$ cat config.mk
export PLATFORM = sky130hd
export DESIGN_NAME = decimal_cs_adder
export DESIGN_NICKNAME = d
export VERILOG_FILES = /design/src/rtl/decadd_pkg.sv /design/src/rtl/dec_digit_cond.sv /design/src/rtl/dec_carry_prefix.sv /design/src/rtl/dec_sum_select.sv /design/src/rtl/decimal_cs_adder.sv
export SDC_FILE = /design/constraint.sdc
export NUM_CORES = 1
export LEC_CHECK = 0
export ABC_CLOCK_PERIOD_IN_PS = 5930
export BUFFER_PORTS_ARGS = -buffer_cell sky130_fd_sc_hd__buf_2
export CAP_MARGIN = 10
export CORE_MARGIN = 2
export CORE_UTILIZATION = 50
export DETAILED_ROUTE_END_ITERATION = 10
export GPL_TIMING_DRIVEN = 0
export PLACE_DENSITY_LB_ADDON = 0.25
export SYNTH_ARGS = -nofsm -noshare
export SYNTH_HDL_FRONTEND = slang
export SYNTH_SLANG_ARGS = --single-unit
$ cat constraint.sdc
create_clock -name vclk -period 5.93
set_input_delay 0.8895 -clock vclk [all_inputs]
set_output_delay 0.8895 -clock vclk [all_outputs]
set_load 0.02 [all_outputs]
$ cat src/rtl/decadd_pkg.sv
package decadd_pkg;
  localparam int DIGIT_BITS = 4;
  localparam int EXCESS = 6;

  typedef logic [DIGIT_BITS-1:0] digit_t;

  // Carry strobes a digit hands to the prefix network
  typedef struct packed {
    logic gen;   // carry-out when carry-in is 0
    logic prop;  // carry-out when carry-in is 1
  } gpPair_t;
endpackage

$ cat src/rtl/dec_digit_cond.sv
module dec_digit_cond
  import decadd_pkg::*;
(
  input  digit_t  aDigit,
  input  digit_t  bDigit,
  output digit_t  sumNoCarry,
  output digit_t  sumWithCarry,
  output gpPair_t gpOut
);
  logic [DIGIT_BITS:0] rawLow;
  logic [DIGIT_BITS:0] rawHigh;

  // A carries an excess of 6, so the 4-bit binary sum wraps exactly
  // when the decimal digit sum reaches 10; otherwise remove the excess.
  always_comb begin
    rawLow  = {1'b0, aDigit} + {1'b0, bDigit};
    rawHigh = rawLow + 5'd1;
    sumNoCarry   = rawLow[DIGIT_BITS]  ? rawLow[DIGIT_BITS-1:0]
                                       : rawLow[DIGIT_BITS-1:0] - digit_t'(EXCESS);
    sumWithCarry = rawHigh[DIGIT_BITS] ? rawHigh[DIGIT_BITS-1:0]
                                       : rawHigh[DIGIT_BITS-1:0] - digit_t'(EXCESS);
    gpOut.gen  = rawLow[DIGIT_BITS];
    gpOut.prop = rawHigh[DIGIT_BITS];
  end
endmodule

$ cat src/rtl/dec_carry_prefix.sv
module dec_carry_prefix
  import decadd_pkg::*;
#(
  parameter int NUM_DIGITS = 8
) (
  input  gpPair_t [NUM_DIGITS-1:0] gpIn,
  output logic    [NUM_DIGITS-1:0] carryIn,
  output logic                     carryOut
);
  localparam int LEVELS = (NUM_DIGITS > 1) ? $clog2(NUM_DIGITS) : 0;

  logic [NUM_DIGITS-1:0] gCur, pCur, gNxt, pNxt;

  // Span-doubling prefix tree; prop already includes gen, so the
  // combine is G = Gh | (Ph & Gl), P = Ph & Pl.
  always_comb begin
    for (int i = 0; i < NUM_DIGITS; i++) begin
      gCur[i] = gpIn[i].gen;
      pCur[i] = gpIn[i].prop;
    end
    gNxt = gCur;
    pNxt = pCur;
    for (int lv = 0; lv < LEVELS; lv++) begin
      for (int i = 0; i < NUM_DIGITS; i++) begin
        if (i >= (1 << lv)) begin
          gNxt[i] = gCur[i] | (pCur[i] & gCur[i - (1 << lv)]);
          pNxt[i] = pCur[i] & pCur[i - (1 << lv)];
        end else begin
          gNxt[i] = gCur[i];
          pNxt[i] = pCur[i];
        end
      end
      gCur = gNxt;
      pCur = pNxt;
    end
    carryIn[0] = 1'b0;
    for (int i = 1; i < NUM_DIGITS; i++) carryIn[i] = gCur[i-1];
    carryOut = gCur[NUM_DIGITS-1];
  end
endmodule

$ cat src/rtl/dec_sum_select.sv
module dec_sum_select
  import decadd_pkg::*;
#(
  parameter int NUM_DIGITS = 8
) (
  input  logic [DIGIT_BITS*NUM_DIGITS-1:0] condLow,
  input  logic [DIGIT_BITS*NUM_DIGITS-1:0] condHigh,
  input  logic [NUM_DIGITS-1:0]            carryIn,
  output logic [DIGIT_BITS*NUM_DIGITS-1:0] sumOut
);
  for (genvar i = 0; i < NUM_DIGITS; i++) begin : g_mux
    assign sumOut[DIGIT_BITS*i +: DIGIT_BITS] = carryIn[i]
                                              ? condHigh[DIGIT_BITS*i +: DIGIT_BITS]
                                              : condLow[DIGIT_BITS*i +: DIGIT_BITS];
  end
endmodule

$ cat src/rtl/decimal_cs_adder.sv
module decimal_cs_adder
  import decadd_pkg::*;
#(
  parameter int NUM_DIGITS = 8
) (
  input  logic [DIGIT_BITS*NUM_DIGITS-1:0] opA,
  input  logic [DIGIT_BITS*NUM_DIGITS-1:0] opB,
  output logic [DIGIT_BITS*NUM_DIGITS-1:0] sumOut,
  output logic                             carryOut
);
  localparam int VEC_BITS = DIGIT_BITS * NUM_DIGITS;

  logic [VEC_BITS-1:0]             condLow, condHigh;
  gpPair_t [NUM_DIGITS-1:0]        gpVec;
  logic [NUM_DIGITS-1:0]           digitCarry;

  for (genvar i = 0; i < NUM_DIGITS; i++) begin : g_digit
    dec_digit_cond u_cond (
      .aDigit       (opA[DIGIT_BITS*i +: DIGIT_BITS]),
      .bDigit       (opB[DIGIT_BITS*i +: DIGIT_BITS]),
      .sumNoCarry   (condLow[DIGIT_BITS*i +: DIGIT_BITS]),
      .sumWithCarry (condHigh[DIGIT_BITS*i +: DIGIT_BITS]),
      .gpOut        (gpVec[i])
    );
  end

  dec_carry_prefix #(.NUM_DIGITS(NUM_DIGITS)) u_prefix (
    .gpIn     (gpVec),
    .carryIn  (digitCarry),
    .carryOut (carryOut)
  );

  dec_sum_select #(.NUM_DIGITS(NUM_DIGITS)) u_select (
    .condLow  (condLow),
    .condHigh (condHigh),
    .carryIn  (digitCarry),
    .sumOut   (sumOut)
  );
endmodule

==> metrics.md <==
| Metric | Value |
|---|---|
| Worst slew pin tran | `about 0.6 ns` |
| CP Data Arrival Time | `~4.3 ns` |
| Chip width | `82.2 µm` |
| Initial antenna violation count | `0` |
| Vias in the first global route | `about 2.8k` |
| Core Area | `~6000 µm²` |
| Max-slew violations | `0` |
| PortBufs | `97` |
| Final period util | `between 80 and 90%` |
| Post-Synth XOR/XNOR Area | `18.0%` |
| GR Util All Layers | `between 10% and 20%` |
| Layout cells sized above 1 | `23.3%` |
| Initial core utilization | `51.6%` |
| Post-DP HPWL | `around 6000 µm` |
| GRT overflow | `0` |
| Setup Viol. Count Final | `0` |
| RSZ-0062 raised after global routing | `no` |
| Post-Synth Adder-Cell Area | `a little over a quarter` |
| Rel. slew slack | `just over 60%` |
| HP Class | `input pin to output pin` |
| Post-CTS Hold Fix Bufs | `0` |
| Die Footprint | `between 6000 and 7000 µm²` |
| Ant diodes | `0` |
| Count of cell types in the netlist | `between 60 and 70` |
| Postcts setup bufs | `0` |
| Power Dens Cells | `between 150 and 200 nW/µm²` |
| Compound-Gate Fraction of Synth Area | `a little under a quarter` |
| Drt pass-1 iters | `5` |
| Yosys Warn Count | `0` |
| Final nets | `~630` |
| Largest family of logic cells by synthesized area | `adder cells` |
| Final setup TNS | `0 ns` |
| Antenna Nets Post-Route | `0` |
| Startpoint Class | `input pin` |
| Period minus WS final | `5.16 ns` |
| Num sequential | `0` |
| Seq/Total Area, Yosys | `0%` |
| Critical Path Sink Type | `output pin` |
| Gate Count Post-Synth | `409` |
| Register Area | `0 µm²` |
| Total number of vias | `roughly 3.1k` |
| Synth-to-Final Area Change | `19.0%` |
| Final Hold Viols | `0` |
| Leakage power | `~1.8 nW` |
| Crit path max fanout | `10` |
| Global placer's final weighted congestion | `0.857` |
| FMAX | `about 190 MHz` |
| Post-Route WL | `6830 µm` |
| Synthesized Nets | `~540` |
| Residual DRC | `0` |
| Die Ht | `slightly above 80 µm` |
| Fillers | `between 500 and 600` |
| Cell area after layout | `around 3600 µm²` |
| Number of clock buffers in the layout | `0` |
| Outcome | `complete, no violations` |
| Largest net degree at the start of global routing | `11` |
| Critical path type | `input pin to output pin` |
| Req. time, crit path | `between 5 and 6 ns` |
| Wire length per cell | `roughly 12 µm` |
| Peak supply drop | `roughly 0.00014 V` |
| Total of max-cap violations | `0` |
| Post-CTS sizing | `0` |
| Row count | `28` |
| Multiplexer share of the synthesized area | `under 10%` |
| Synthesized area | `a little over 3000 µm²` |
| IO Pins | `97` |
| Mapped Avg Cell Area | `~7.5 µm²` |
| Via-to-Cell Ratio | `5.39` |
| Initial drt markers | `about 110` |
| First-pass GRT wire length | `11300 µm` |
| Footprint of the multi-input gates | `around 2900 µm²` |
| Area after DPL | `approximately 3600 µm²` |
| Synth Area in Simple Gates | `a little over a fifth` |
[cells by family after synthesis]
logic type,Yosys count
and+or+nand+nor,123
AOI/OAI and AO/OA,105
adders and majority gates,62
xor gates and xnor gates,61
buffers and inverters,47
muxes,11
[layout by cell type (no fill, tap or decap), drive strengths merged, types with 6 or more instances in the layout]
cell,synthesis,layout
buf,5,102
ha,54,54
xnor2,41,41
nand2,39,39
inv,37,37
a21oi,33,33
nor2,23,23
o21ai,21,21
xor2,20,20
a21o,11,11
nand2b,10,10
nor2b,10,10
mux2i,9,9
nor3,9,9
fa,8,8
nand3,6,6
[critical path, cell delays in order]
cell	delay [ns]
buf_2	0.10
ha_1	0.22
inv_1	0.07
fa_1	0.44
inv_1	0.10
ha_1	0.25
nand2_1	0.07
a2111oi_1	0.53
nor2_2	0.15
o311a_1	0.35
nor3_4	0.22
buf_6	0.18
a21o_2	0.16
mux2i_1	0.21
xnor2_1	0.14
buf_2	0.18
[routing by layer]
metal  track usage, %  wire length [µm]  vias up
li1                 -                 -     1660
met1             24.9              3110     1409
met2             39.3              3440       62
met3            0.543               247        2
met4             1.50                28        0
met5                0                 0        -
[metrics by stage]
stage	std cells	utilization, %	setup slack [ns]	total power, W	hold slack, ns
2_1_floorplan	409	-	1.22	0.000546	1.98
3_3_place_gp	581	61.4	0.818	0.000704	2.10
3_5_place_dp	581	61.4	0.802	0.000723	2.11
4_1_cts	581	61.4	0.787	0.000726	2.11
5_1_grt	581	61.4	0.579	0.000808	2.13
6_report	581	61.4	0.772	0.000723	2.11
[power breakdown]
part	internal (W)	leakage, nW	total [W]	switching, W
clock	0	0	0	0
sequential	0	0	0	0
combinational	0.000302	1.82	0.000723	0.000421
total	0.000302	1.82	0.000723	0.000421
[path summary, 6_finish.rpt]
path,startpoint,end,slack [ns],cells after the start
max,opA[8],sumOut[29],0.77,16
min,opB[0],sumOut[0],2.11,3
[synthesized netlist by cell type, types with 6 or more instances]
library cell,instances,area (µm²)
mux2i_1,9,90.1
nor2b_1,10,62.6
inv_1,37,139
nor3_1,8,40.0
nor2_1,22,82.6
xor2_1,19,166
nand2_1,39,146
fa_1,8,160
a21oi_1,29,145
nand2b_1,10,62.6
ha_1,54,676
o21ai_0,19,95.1
xnor2_1,40,350
a21o_1,10,75.1
nand3_1,6,30.0
[cell type report]
type	instances	share of cell area, %
buffer	10	1.31
inverter	37	3.82
tap	75	2.58
multi-input combinational	362	78.9
timing repair buffer	97	13.4
Power figures use the tool's default switching activity.
